$ cat config.mk
export PLATFORM = sky130hd
export DESIGN_NAME = pip_window_gen
export DESIGN_NICKNAME = d
export VERILOG_FILES = /design/src/rtl/pip_pkg.sv /design/src/rtl/pip_sync_counter.sv /design/src/rtl/pip_vstart_scale.sv /design/src/rtl/pip_region_cmp.sv /design/src/rtl/pip_switch_delay.sv /design/src/rtl/pip_window_gen.sv
export SDC_FILE = /design/constraint.sdc
export NUM_CORES = 1
export LEC_CHECK = 0
export BUFFER_PORTS_ARGS = -buffer_cell sky130_fd_sc_hd__buf_2
export CORE_ASPECT_RATIO = 1.5
export CORE_MARGIN = 10
export CORE_UTILIZATION = 42
export CTS_CLUSTER_SIZE = 14
export DETAILED_ROUTE_END_ITERATION = 6
export GPL_TIMING_DRIVEN = 0
export SLEW_MARGIN = 25
export SYNTH_ARGS = -nofsm -noshare
export SYNTH_HDL_FRONTEND = slang
export SYNTH_HIERARCHICAL = 1
export SYNTH_SLANG_ARGS = --single-unit
$ cat constraint.sdc
create_clock -name clk -period 8 [get_ports clk]
set_input_delay 0.8 -clock clk [delete_from_list [all_inputs] [get_ports clk]]
set_output_delay 0.8 -clock clk [all_outputs]
set_load 0.01 [all_outputs]
$ cat src/rtl/pip_pkg.sv
package pip_pkg;
    localparam int Y_W = 4;
    localparam int C_W = 3;

    typedef struct packed {
        logic [Y_W-1:0] y;
        logic [C_W-1:0] u;
        logic [C_W-1:0] v;
    } pip_col_t;
endpackage

$ cat src/rtl/pip_sync_counter.sv
module pip_sync_counter #(
    parameter int HCNT_W = 11,
    parameter int VCNT_W = 10
) (
    input  logic              clk,
    input  logic              rst_n,
    input  logic              hd,
    input  logic              vd,
    output logic [HCNT_W-1:0] hcnt,
    output logic [VCNT_W-1:0] vcnt
);
    localparam logic [HCNT_W-1:0] HMAX = '1;
    localparam logic [VCNT_W-1:0] VMAX = '1;

    typedef struct packed {
        logic              hd;
        logic              vd;
        logic [HCNT_W-1:0] h;
        logic [VCNT_W-1:0] v;
    } cnt_t;

    cnt_t cnt_d, cnt_q;

    always_comb begin
        logic h_rise, v_rise;
        cnt_d    = cnt_q;
        h_rise   = hd & ~cnt_q.hd;
        v_rise   = vd & ~cnt_q.vd;
        cnt_d.hd = hd;
        cnt_d.vd = vd;
        if (h_rise)
            cnt_d.h = '0;
        else if (cnt_q.h != HMAX)
            cnt_d.h = cnt_q.h + 1'b1;
        if (v_rise)
            cnt_d.v = '0;
        else if (h_rise && cnt_q.v != VMAX)
            cnt_d.v = cnt_q.v + 1'b1;
    end

    always_ff @(posedge clk or negedge rst_n) begin
        if (!rst_n) cnt_q <= '0;
        else        cnt_q <= cnt_d;
    end

    assign hcnt = cnt_q.h;
    assign vcnt = cnt_q.v;
endmodule

$ cat src/rtl/pip_vstart_scale.sv
module pip_vstart_scale #(
    parameter int POS_W = 8
) (
    input  logic             clk,
    input  logic             rst_n,
    input  logic [POS_W-1:0] vpos,
    input  logic             scale_en,
    input  logic             field50,
    output logic [POS_W:0]   vstart
);
    localparam int PW  = POS_W + 3;
    localparam int VSW = POS_W + 1;

    typedef struct packed {
        logic [VSW-1:0] vs;
    } vs_t;

    vs_t vs_d, vs_q;

    always_comb begin
        logic [PW-1:0] prod;
        prod = PW'(vpos) * PW'(6);
        if (scale_en && field50)
            vs_d.vs = VSW'(prod / PW'(5));
        else
            vs_d.vs = VSW'(vpos);
    end

    always_ff @(posedge clk or negedge rst_n) begin
        if (!rst_n) vs_q <= '0;
        else        vs_q <= vs_d;
    end

    assign vstart = vs_q.vs;
endmodule

$ cat src/rtl/pip_region_cmp.sv
module pip_region_cmp
    import pip_pkg::*;
#(
    parameter int HCNT_W  = 11,
    parameter int VCNT_W  = 10,
    parameter int POS_W   = 8,
    parameter int W_LARGE = 229,
    parameter int W_SMALL = 172,
    parameter int H_LARGE = 69,
    parameter int H_SMALL = 52
) (
    input  logic              clk,
    input  logic              rst_n,
    input  logic [HCNT_W-1:0] x,
    input  logic [VCNT_W-1:0] y,
    input  logic [POS_W:0]    hstart,
    input  logic [POS_W:0]    vstart,
    input  logic              size_h,
    input  logic              size_v,
    input  logic              disp_en,
    input  logic              frame_en,
    input  logic              edge_indep,
    input  logic              mute,
    input  pip_col_t          bg_col,
    input  pip_col_t          edge_col,
    output logic              act,
    output logic              bdr,
    output logic              sw,
    output logic [HCNT_W-1:0] rx,
    output logic [VCNT_W-1:0] ry,
    output logic              sel,
    output pip_col_t          col
);
    localparam int CW = HCNT_W + VCNT_W + POS_W;
    localparam logic [CW-1:0] WL = CW'(W_LARGE);
    localparam logic [CW-1:0] WS = CW'(W_SMALL);
    localparam logic [CW-1:0] HL = CW'(H_LARGE);
    localparam logic [CW-1:0] HS = CW'(H_SMALL);

    typedef struct packed {
        logic              act;
        logic              bdr;
        logic              sw;
        logic [HCNT_W-1:0] rx;
        logic [VCNT_W-1:0] ry;
        logic              sel;
        pip_col_t          col;
    } reg_t;

    reg_t r_d, r_q;

    always_comb begin
        logic [CW-1:0] xe, ye, hs, vs, wd, ht;
        logic in_x, in_y, ring_x, ring_y, img, ring;
        xe = CW'(x);
        ye = CW'(y);
        hs = CW'(hstart);
        vs = CW'(vstart);
        wd = size_h ? WS : WL;
        ht = size_v ? HS : HL;
        in_x   = (xe >= hs) && (xe < hs + wd);
        in_y   = (ye >= vs) && (ye < vs + ht);
        ring_x = (xe + CW'(2) >= hs) && (xe < hs + wd + CW'(2));
        ring_y = (ye + CW'(1) >= vs) && (ye < vs + ht + CW'(1));
        img    = in_x && in_y;
        ring   = ring_x && ring_y;

        r_d     = '0;
        r_d.act = disp_en && img;
        r_d.bdr = disp_en && frame_en && ring && !img;
        r_d.sw  = r_d.act || r_d.bdr;
        if (r_d.act) begin
            r_d.rx = x - HCNT_W'(hstart);
            r_d.ry = y - VCNT_W'(vstart);
        end
        if (r_d.bdr) begin
            r_d.sel = 1'b1;
            r_d.col = edge_indep ? edge_col : bg_col;
        end else if (r_d.act && mute) begin
            r_d.sel = 1'b1;
            r_d.col = bg_col;
        end
    end

    always_ff @(posedge clk or negedge rst_n) begin
        if (!rst_n) r_q <= '0;
        else        r_q <= r_d;
    end

    assign act = r_q.act;
    assign bdr = r_q.bdr;
    assign sw  = r_q.sw;
    assign rx  = r_q.rx;
    assign ry  = r_q.ry;
    assign sel = r_q.sel;
    assign col = r_q.col;
endmodule

$ cat src/rtl/pip_switch_delay.sv
module pip_switch_delay #(
    parameter int DLY_W = 4
) (
    input  logic             clk,
    input  logic             rst_n,
    input  logic             sw_in,
    input  logic [DLY_W-1:0] sel,
    output logic             sw_out
);
    localparam int DEPTH = 1 << DLY_W;

    typedef struct packed {
        logic [DEPTH-1:1] pipe;
    } dl_t;

    dl_t dl_d, dl_q;
    logic [DEPTH-1:0] taps;

    assign taps[0] = sw_in;
    for (genvar k = 1; k < DEPTH; k++) begin : g_tap
        assign taps[k] = dl_q.pipe[k];
    end

    always_comb begin
        dl_d = dl_q;
        dl_d.pipe[1] = sw_in;
        for (int k = 2; k < DEPTH; k++)
            dl_d.pipe[k] = dl_q.pipe[k-1];
    end

    always_ff @(posedge clk or negedge rst_n) begin
        if (!rst_n) dl_q <= '0;
        else        dl_q <= dl_d;
    end

    assign sw_out = taps[sel];
endmodule

$ cat src/rtl/pip_window_gen.sv
module pip_window_gen
    import pip_pkg::*;
#(
    parameter int HCNT_W  = 11,
    parameter int VCNT_W  = 10,
    parameter int POS_W   = 8,
    parameter int DLY_W   = 4,
    parameter int W_LARGE = 229,
    parameter int W_SMALL = 172,
    parameter int H_LARGE = 69,
    parameter int H_SMALL = 52
) (
    input  logic              clk,
    input  logic              rst_n,
    input  logic              hd,
    input  logic              vd,
    input  logic              disp_en,
    input  logic              size_h,
    input  logic              size_v,
    input  logic              frame_en,
    input  logic              edge_indep,
    input  logic              mute,
    input  logic [POS_W-1:0]  vpos,
    input  logic [POS_W-1:0]  hpos,
    input  logic              vscale_en,
    input  logic              field50,
    input  logic [DLY_W-1:0]  sw_delay,
    input  logic [3:0]        disp_adj,
    input  logic [3:0]        bg_y,
    input  logic [2:0]        bg_u,
    input  logic [2:0]        bg_v,
    input  logic [3:0]        edge_y,
    input  logic [2:0]        edge_u,
    input  logic [2:0]        edge_v,
    output logic              sw_sub,
    output logic              win_active,
    output logic              border,
    output logic [HCNT_W-1:0] rd_x,
    output logic [VCNT_W-1:0] rd_y,
    output logic              ov_sel,
    output logic [3:0]        ov_y,
    output logic [2:0]        ov_u,
    output logic [2:0]        ov_v
);
    logic [HCNT_W-1:0] hcnt;
    logic [VCNT_W-1:0] vcnt;
    logic [POS_W:0]    vstart;
    logic [POS_W:0]    hstart;
    logic              sw_reg;
    pip_col_t          bg_col, edge_col, ov_col;

    assign hstart   = (POS_W+1)'(hpos) + (POS_W+1)'(disp_adj);
    assign bg_col   = '{y: bg_y, u: bg_u, v: bg_v};
    assign edge_col = '{y: edge_y, u: edge_u, v: edge_v};

    pip_sync_counter #(.HCNT_W(HCNT_W), .VCNT_W(VCNT_W)) cnt_i (
        .clk(clk), .rst_n(rst_n), .hd(hd), .vd(vd), .hcnt(hcnt), .vcnt(vcnt)
    );

    pip_vstart_scale #(.POS_W(POS_W)) vsc_i (
        .clk(clk), .rst_n(rst_n), .vpos(vpos), .scale_en(vscale_en),
        .field50(field50), .vstart(vstart)
    );

    pip_region_cmp #(
        .HCNT_W(HCNT_W), .VCNT_W(VCNT_W), .POS_W(POS_W),
        .W_LARGE(W_LARGE), .W_SMALL(W_SMALL), .H_LARGE(H_LARGE), .H_SMALL(H_SMALL)
    ) reg_i (
        .clk(clk), .rst_n(rst_n), .x(hcnt), .y(vcnt),
        .hstart(hstart), .vstart(vstart),
        .size_h(size_h), .size_v(size_v), .disp_en(disp_en),
        .frame_en(frame_en), .edge_indep(edge_indep), .mute(mute),
        .bg_col(bg_col), .edge_col(edge_col),
        .act(win_active), .bdr(border), .sw(sw_reg),
        .rx(rd_x), .ry(rd_y), .sel(ov_sel), .col(ov_col)
    );

    pip_switch_delay #(.DLY_W(DLY_W)) dly_i (
        .clk(clk), .rst_n(rst_n), .sw_in(sw_reg), .sel(sw_delay), .sw_out(sw_sub)
    );

    assign ov_y = ov_col.y;
    assign ov_u = ov_col.u;
    assign ov_v = ov_col.v;
endmodule

==> impl_metrics.ini, run 1 <==
[outcome]
status = completed

[yosys]
avgSynthCellArea_um2 = 8.963
synth_warnings = 6
async_flop_share_pct = 100.0
synth_area_leaders = dfrtp_1, ha_1, xnor2_1
synthCells = 897
synth_nets = 1059
yosysTopAreaCell = dfrtp_1
ys.flop_type = dfrtp_1
ys_seq_elements = 82
synth.distinct_cells = 97
ys_seq_area_share_pct = 25.52
synth-edff-count = 0
synth_top_area_share_pct = 25.52
syn_area_um2 = 8040

[critical_path]
r2r_setup_slack_ns = 3.71
end_kind = flop
crit_path_start_kind = primary input
critical_path_class = in -> reg
arrival_ns = 5.51
critPathRequiredTime_ns = 8.22
cp_max_fo = 9

[cts]
cts_hold_buf = 0
cts_max_level = 3
clk_path_buf_depth = 2
cts_setup_buffers = 0
root_buffer = clkbuf_16
clk_latency_ns = 0.34
cts_tree = built
cts_sinks = 82
clkTransAtPathRegs_ns = 0.07
cts_inserted_buffers = 9
cts_resized = 0

[drt]
ant_nets = 0
drc_errors = 0
drt_wl_total_um = 19600
avgRoutedWirePerCell_um = 15.63
via_count = 6834
first_iter_violations = 295
first_pass_iters = 5
via_per_inst = 5.450

[layout]
final_cell_mix = ha_1, buf_2, dfrtp_1
regArea_um2 = 2052
drive_above_1_share_pct = 18.06
final_core_util_pct = 48.86
fill_cells = 1852
mostFrequentLayoutCell = ha_1
syn2layout_area_growth_pct = 13.63
largest_reg_flops = 15
final_cell_count_no_fill = 1254
multiInputGateArea_um2 = 5454
nets = 1160
final_area_um2 = 9136
largest_register = dly_i/dl_q
n_antenna_cell = 0

[pwr]
p_per_area_nw_per_um2 = 199.3
vdd_drop_max_v = 0.0001023
power_mw = 1.821
p_leak_nw = 4.538

[global_route]
grt_start_max_net_pins = 67
grt_pass1_vias = 6849
track_usage_pct = 15.46
grt_remaining_overflow = 0
grt_pass1_wl_um = 32620
antenna_found_initial = 0

[sta]
timing.final.ws_setup_ns = 2.710
finalSetupViolations = 0
hold_violations = 0
tns_ns = 0
final.min_clock_period_ns = 5.290
slew_headroom_pct = 40.28
rsz0062_at_grt = no
fmax_ghz = 0.1891
finalMaxSlewViolations = 0
tightestPinTransition_ns = 0.8894
timing.final.crit_share_pct = 66.12
hold_ws_ns = 0.2830
fin_skew_ns = 0.008716

[placed_design]
portBuffers = 89
preCtsSetupSlack_ns = 2.465
gp_congestion = 0.8329
placed_area_um2 = 8835
placed_cells = 1239
hpwl_um = 16050

[die]
die-area_um2 = 25190
start_util_pct = 43.00
fp-row-count = 61
die_w_um = 133.0
die_h_um = 189.5
core_area_um2 = 18700
ioPinCount = 91

[hold_path]
hp-class = in -> async

[flow_run]
cap_violations = 0
==> area by class of cell <==
| cell class | instances | share of cell area [%] |
|---|---|---|
| well taps | 252 | 3.451 |
| clock inverters | 5 | 0.6847 |
| multi-input cells | 706 | 59.70 |
| repair buffers | 90 | 5.245 |
| flip-flops and latches | 82 | 22.46 |
| plain buffers | 42 | 3.095 |
| inverters | 67 | 2.753 |
| clock buffers | 10 | 2.616 |
==> worst max-delay path, cell delays in order <==
cell	delay, ns
buf_2	0.15
ha_1	0.22
inv_1	0.07
fa_1	0.43
and2b_1	0.26
o22a_1	0.20
xor2_1	0.46
nor3_1	0.10
o21a_1	0.24
nor3_2	0.53
nand2_1	0.26
o21ai_0	0.32
o21ai_0	0.17
a31oi_1	0.42
a21oi_4	0.10
o32ai_1	0.28
a221oi_1	0.13
a221o_1	0.35
==> worst paths after layout <==
path                                                  end  depth (start not counted)                 startpoint
worst max register to register     reg_i/col[1]$_DFF_PN0_                         14  vsc_i/vstart[0]$_DFF_PN0_
worst min-delay path            cnt_i/hcnt[5]$_DFFE_PN0P_                          1                      rst_n
max in group asynchronous         dly_i/dl_q[2]$_DFF_PN0_                          2                      rst_n
worst min register to register    dly_i/dl_q[0]$_DFF_PN0_                          0         reg_i/sw$_DFF_PN0_
min in group clk                  dly_i/dl_q[0]$_DFF_PN0_                          0         reg_i/sw$_DFF_PN0_
worst max-delay path            vsc_i/vstart[0]$_DFF_PN0_                         18                    vpos[0]
==> synthesized netlist by cell type, types with 11 or more instances <==
cell,number
a21o_1,15
a21oi_1,46
a31oi_1,12
buf_4,21
dfrtp_1,82
ha_1,101
inv_1,67
nand2_1,56
nand3_1,25
nand4_1,11
nor2_1,72
nor3_1,19
o211ai_1,11
o21a_1,16
o21ai_0,42
xnor2_1,49
xor2_1,25
==> report_power, final <==
part / internal [mW] / switching, mW / total [mW]
sequential: 0.434 / 0.0235 / 0.457
combinational: 0.394 / 0.548 / 0.942
clock: 0.250 / 0.171 / 0.422
total: 1.08 / 0.743 / 1.82
==> cells by family (layout without fill, tap and decap cells) <==
kind of cell / count (synthesis) / in the layout / share of synthesized area (%)
flops: 82 / 82 / 25.52
xor+xnor: 76 / 76 / 8.606
fa+ha+maj: 111 / 111 / 17.60
simple gates: 255 / 255 / 16.40
mux: 16 / 16 / 2.832
compound gates: 247 / 247 / 22.35
other cells: 1 / 1 / 0.04664
buf+inv: 109 / 214 / 6.645
==> layer usage <==
layer | vias up | routed length [µm] | GRT usage (%)
li1 | 3463 | - | -
met1 | 3212 | 7636 | 15.90
met2 | 134 | 10930 | 30.31
met3 | 25 | 605 | 2.279
met4 | 0 | 427 | 5.772
met5 | - | 0 | 0
No activity file was read; power rests on OpenSTA's default activity.
==> run 2: changes to the inputs <==
- ABC_AREA: default -> 1
- clock period: 8 -> 5.2 ns (I/O delays scaled with it)
==> run 2 against run 1 <==
  * Worst hold slack improved by 0.010 ns
  * Core utilization shrank 0.54 points
  * Clock skew rose by 0.00092 ns
  * Sequential share of layout area down 0.99 points
  * Sequential cell count did not move
  * Area after synthesis increased by 5.1%
  * Count of clock-buffer cells in the layout decreased by 1
  * Combinational power is 100% higher
==> impl_metrics.ini, run 2 <==
[critical_path]
cp_max_fo = 7
cp.depth = 39
critical_path_class = in -> reg
critPathRequiredTime_ns = 5.44
ff2ff_path_depth = 20
r2r_setup_slack_ns = 1.34
cp_num_buf_inv = 5
arrival_ns = 4.54
cp_slowest_cell = fa_1
crit_top_cell = nand2_2
cp_top_family = simple AND/OR/NAND/NOR gates
max_stage_delay_ns = 0.41
crit_path_start_kind = primary input
end_kind = flop

[sta]
finalSetupViolations = 0
fin_skew_ns = 0.009635
hold_violations = 0
tns_ns = 0
timing.final.crit_share_pct = 82.69
rsz0062_at_grt = no
timing.final.ws_setup_ns = 0.8999
fmax_ghz = 0.2326
finalMaxSlewViolations = 0
final.min_clock_period_ns = 4.300

[layout]
mostFrequentLayoutCell = nand2_1
largest_reg_flops = 15
largest_register = dly_i/dl_q
n_antenna_cell = 0
nets = 1445
final_area_um2 = 9559
drive_above_1_share_pct = 17.78
syn2layout_area_growth_pct = 13.17
final_cell_mix = nand2_1, inv_1, nand3_1

[outcome]
status = completed

[placed_design]
hpwl_um = 16760
portBuffers = 88
gp_congestion = 0.8288
preCtsSetupSlack_ns = 0.5065
placed_area_um2 = 9246

[global_route]
antenna_found_initial = 1
grt_pass1_vias = 7626
grt_remaining_overflow = 0
grt_start_max_net_pins = 67
track_usage_pct = 15.25
grt_pass1_wl_um = 33780

[hold_path]
min_delay_path_depth = 1
hp-class = in -> reg

[pwr]
vdd_drop_max_v = 0.0002062
p_per_area_nw_per_um2 = 343.9
pwr-share-seq_pct = 21.8
switching_power_mw = 1.516
combPwrFrac_pct = 58.6
p_int_mw = 1.771
p_leak_nw = 5.353
clkPwrFrac_pct = 19.6
switching_share_pct = 46.12
power_mw = 3.287

[cts]
clk_latency_ns = 0.35
clkTransAtPathRegs_ns = 0.07
cts_inserted_buffers = 9
cts_max_level = 3
cts_sinks = 82
clk_path_buf_depth = 2
cts_resized = 0
root_buffer = clkbuf_16
cts_tree = built

[drt]
via_count = 7555
first_pass_iters = 4
drt_wl_total_um = 19770
via_per_inst = 4.880
drc_errors = 0
first_iter_violations = 252
avgRoutedWirePerCell_um = 12.77
ant_nets = 0

[die]
fp-row-count = 63
start_util_pct = 42.69
ioPinCount = 91
die_w_um = 135.8
die-area_um2 = 26300
core_area_um2 = 19790
die_h_um = 193.7

[yosys]
ys_seq_elements = 82
synthCells = 1182
synth_nets = 1344
synth_top_area_share_pct = 24.29
async_flop_share_pct = 100.0
yosysMostFrequentCell = nand2_1
syn_area_um2 = 8447
synth_warnings = 6
synth.distinct_cells = 56
synth_area_leaders = dfrtp_1, ha_1, nand2_1
yosysTopAreaCell = dfrtp_1
avgSynthCellArea_um2 = 7.146
ys.flop_type = dfrtp_1
synth_common_cells = nand2_1, inv_1, nand3_1
synth-edff-count = 0
ys_seq_area_share_pct = 24.29

[flow_run]
cap_violations = 0
run 2: cell types whose count changed in the layout (fill, tap and decap cells not counted), moves of 17 or more:
cell,previous run,this run
inv_1,67,172
nand2_1,56,254
nand2_2,2,35
nand3_1,25,117
nor2_1,72,89
xnor2_1,49,19
run 2: path summary, 6_finish.rpt:
| kind | to | startpoint |
|---|---|---|
| min in group asynchronous | reg_i/col[5]$_DFF_PN0_ | rst_n |
| worst min-delay path | cnt_i/cnt_q[22]$_DFF_PN0_ | hd |
| worst max register to register | reg_i/sel$_DFF_PN0_ | vsc_i/vstart[0]$_DFF_PN0_ |
| worst max-delay path | vsc_i/vstart[0]$_DFF_PN0_ | vpos[1] |
| worst min register to register | dly_i/dl_q[11]$_DFF_PN0_ | dly_i/dl_q[10]$_DFF_PN0_ |
| max in group asynchronous | vsc_i/vstart[5]$_DFF_PN0_ | rst_n |
run 2: metrics by stage:
stage / instances / utilization (%) / hold slack, ns
detailed placement: 1531 / 46.73 / 0.3618
global route: 1548 / 48.31 / 0.2822
floorplan: 1182 / - / 0.2244
global placement: 1530 / 46.56 / 0.3613
CTS: 1548 / 48.31 / 0.2833
finish: 1548 / 48.31 / 0.2931
run 2: area by class of cell:
| cell class | count | area [µm²] |
|---|---|---|
| tap | 260 | 325.3 |
| timing repair buffer | 90 | 484.2 |
| clock buffer | 9 | 225.2 |
| inverter | 187 | 711.9 |
| buffer | 36 | 249.0 |
| sequential | 82 | 2052 |
| fill | 2045 | 10230 |
| clock inverter | 7 | 77.57 |
| multi-input combinational | 877 | 5434 |
run 2: worst register-to-register path, stage by stage, from the launching register on:
cell and delay, ns:
dfrtp_1 0.42, ha_1 0.22, ha_1 0.22, o21ai_0 0.39, xor2_1 0.22, inv_1 0.09
nor2_1 0.11, inv_1 0.06, nor2_1 0.22, xnor2_1 0.15, ha_1 0.26, a21oi_1 0.13
o21ai_0 0.09, a21oi_1 0.24, o21bai_1 0.10, a21oi_1 0.13, nand2_1 0.08, nor3_2 0.18
buf_2 0.26, nand2_1 0.13, nand2_1 0.08
run 2: per-layer routing:
metal / wire length [µm] / share of wire (%) / GRT usage (%)
met1: 8189 / 41 / 16.78
met2: 10600 / 54 / 28.38
met3: 713 / 3.6 / 2.982
met4: 264 / 1.3 / 4.187
met5: 9 / 0.046 / 0
run 2: logic make-up (layout without fill, tap and decap cells):
kind of cell,count (synthesis),count (layout),synth area share (%)
AND/OR/NAND/NOR,585,585,33.09
adder cells (fa/ha/maj),106,106,16.15
AO/OA/AOI/OAI,126,126,8.591
multiplexers,1,1,0.2666
other,1,1,0.04440
flip-flops,82,82,24.29
XOR/XNOR,58,58,6.192
buffers and inverters,223,329,11.38
run 2: power groups by stage:
stage                     clock, mW  sequential, mW  combinational [mW]
after global placement            0           0.728                1.90
after floorplan                   0           0.717                1.57
after global routing          0.698           0.725                2.21
final                         0.644           0.717                1.93
after detailed placement          0           0.729                1.94
after CTS                     0.661           0.717                1.95
run 2: what timing repair did:
item,CTS,global route
endpoints found under the hold margin,16,0
hold buffers,1,0
setup buffers,0,0
==> run 3: changes to the inputs <==
- clock period: 5.2 -> 3.76 ns (I/O delays scaled with it)
==> run 3 against run 2 <==
  * Setup slack worse by 1.1 ns
  * Largest cell class unchanged
  * Non-clock buffer count is 41 higher
  * Sequential cell count stayed put
  * Core utilization is 6.4 points higher
  * Final area is 13% higher
  * Combinational power is 82% higher
  * Worst hold slack worse by 0.26 ns
  * The run now ends with negative setup slack left
  * Critical endpoint unchanged
  * Global-route usage is 0.56 points higher
==> impl_metrics.ini, run 3 (synthesis results as in run 2) <==
[critical_path]
rr_endpoint = reg_i/col[8]$_DFF_PN0_
crit_top_cell = nand2_4
cp_top_family = simple AND/OR/NAND/NOR gates
cp.depth = 38
critPathRequiredTime_ns = 3.99
arrival_ns = 4.23
crit_path_start_kind = primary input
r2r_setup_slack_ns = 0.23
ff2ff_path_depth = 20
cp_slowest_cell = fa_2
cp_num_buf_inv = 6
max_stage_delay_ns = 0.34
r2r_start = vsc_i/vstart[0]$_DFF_PN0_
end_kind = flop
worstSetupEndpoint = vsc_i/vstart[0]$_DFF_PN0_
critical_path_class = in -> reg
crit_path_start = vpos[0]
cp_max_fo = 4

[drt]
via_per_inst = 5.001
avgRoutedWirePerCell_um = 13.76
ant_nets = 0
drc_errors = 0
first_iter_violations = 306
first_pass_iters = 5
via_count = 7946
drt_wl_total_um = 21860

[cts]
cts_sinks = 82
clk_latency_ns = 0.34
cts_max_level = 3
cts_inserted_buffers = 9
root_buffer = clkbuf_16
cts_tree = built
clk_path_buf_depth = 2
cts_hold_buf = 0
clkTransAtPathRegs_ns = 0.06

[die]
start_util_pct = 42.69
die-area_um2 = 26300
fp-row-count = 63
die_h_um = 193.7
die_w_um = 135.8
ioPinCount = 91
core_area_um2 = 19790

[pwr]
vdd_drop_max_v = 0.0004030
p_per_area_nw_per_um2 = 512.3
p_leak_nw = 5.769

[layout]
n_antenna_cell = 0
fill_cells = 1897
largest_reg_flops = 15
nets = 1486
drive_above_1_share_pct = 28.74
final_cell_count_no_fill = 1589
mostFrequentLayoutCell = nand2_1
syn2layout_area_growth_pct = 28.19
final_core_util_pct = 54.73
final_cell_mix = nand2_1, inv_1, nand3_1
largest_register = dly_i/dl_q

[sta]
slew_headroom_pct = 57.54
finalMaxSlewViolations = 0
fmax_ghz = 0.2499
finalSetupViolations = 3
tightestPinTransition_ns = 0.6347
timing.final.ws_setup_ns = -0.2415
hold_violations = 0
fin_skew_ns = 0.01053
tns_ns = -0.4783
final.min_clock_period_ns = 4.001
rsz0062_at_grt = yes
timing.final.crit_share_pct = 106.4

[global_route]
grt_remaining_overflow = 0
grt_pass1_vias = 7747
grt_pass1_wl_um = 34970
track_usage_pct = 15.80
grt_start_max_net_pins = 48
antenna_found_initial = 1

[hold_path]
hp-class = in -> async

[placed_design]
hpwl_um = 16620
placed_cells = 1531
gp_congestion = 0.8315
portBuffers = 88

[outcome]
status = complete, but fails checks
violations = negative setup slack

[flow_run]
cap_violations = 0
## run 3: worst min-delay path by stage
stage | start | slack (ns) | depth (start not counted) | end
after floorplan | rst_n | 0.08 | 0 | cnt_i/cnt_q[21]$_DFF_PN0_
after global placement | dly_i/dl_q[12]$_DFF_PN0_ | 0.36 | 0 | dly_i/dl_q[13]$_DFF_PN0_
after detailed placement | dly_i/dl_q[12]$_DFF_PN0_ | 0.36 | 0 | dly_i/dl_q[13]$_DFF_PN0_
after CTS | rst_n | 0.05 | 1 | reg_i/col[9]$_DFF_PN0_
after global routing | rst_n | 0.07 | 1 | reg_i/col[9]$_DFF_PN0_
final | rst_n | 0.03 | 1 | reg_i/col[9]$_DFF_PN0_
## run 3: metrics by stage
stage               hold slack, ns  total power, mW  worst slack (ns)  area [µm²]
CTS                        0.05000            5.073           -0.1648       10030
global placement            0.3583            3.642           -0.6774        9230
floorplan                  0.08041            3.175          -0.09057        8464
global route               0.06895            6.026           -0.5047       10830
detailed placement          0.3584            3.700           -0.7935        9253
finish                     0.03334            5.547           -0.2415       10830
## run 3: routing by layer
metal / vias up / part of all wire, % / global-route usage [%]
li1: 4086 / - / -
met1: 3733 / 40 / 17.25
met2: 110 / 55 / 29.95
met3: 15 / 3.9 / 2.853
met4: 2 / 1.0 / 3.907
met5: - / 0.055 / 0
## run 3: what timing repair did
item	in CTS	in global routing
resized for setup	62	144
buffers inserted	20	19
pin swaps	36	82
setup endpoints to repair	27	38
gates cloned	2	1
## run 3: layout make-up
type	count	area (µm²)	area share [%]
flip-flops and latches	82	2052	18.95
clock buffers	12	246.5	2.276
repair buffers	131	825.8	7.627
multi-input cells	877	6286	58.05
plain buffers	36	267.8	2.473
inverters	187	725.7	6.702
well taps	260	325.3	3.004
clock inverters	4	98.84	0.9129
## run 3: where the power goes
group / internal (mW) / switching (mW) / total (mW) / leakage (nW)
Clock: 0.669 / 0.361 / 1.03 / 0.167
Combinational: 1.41 / 2.11 / 3.52 / 4.49
Sequential: 0.933 / 0.0637 / 0.997 / 1.11
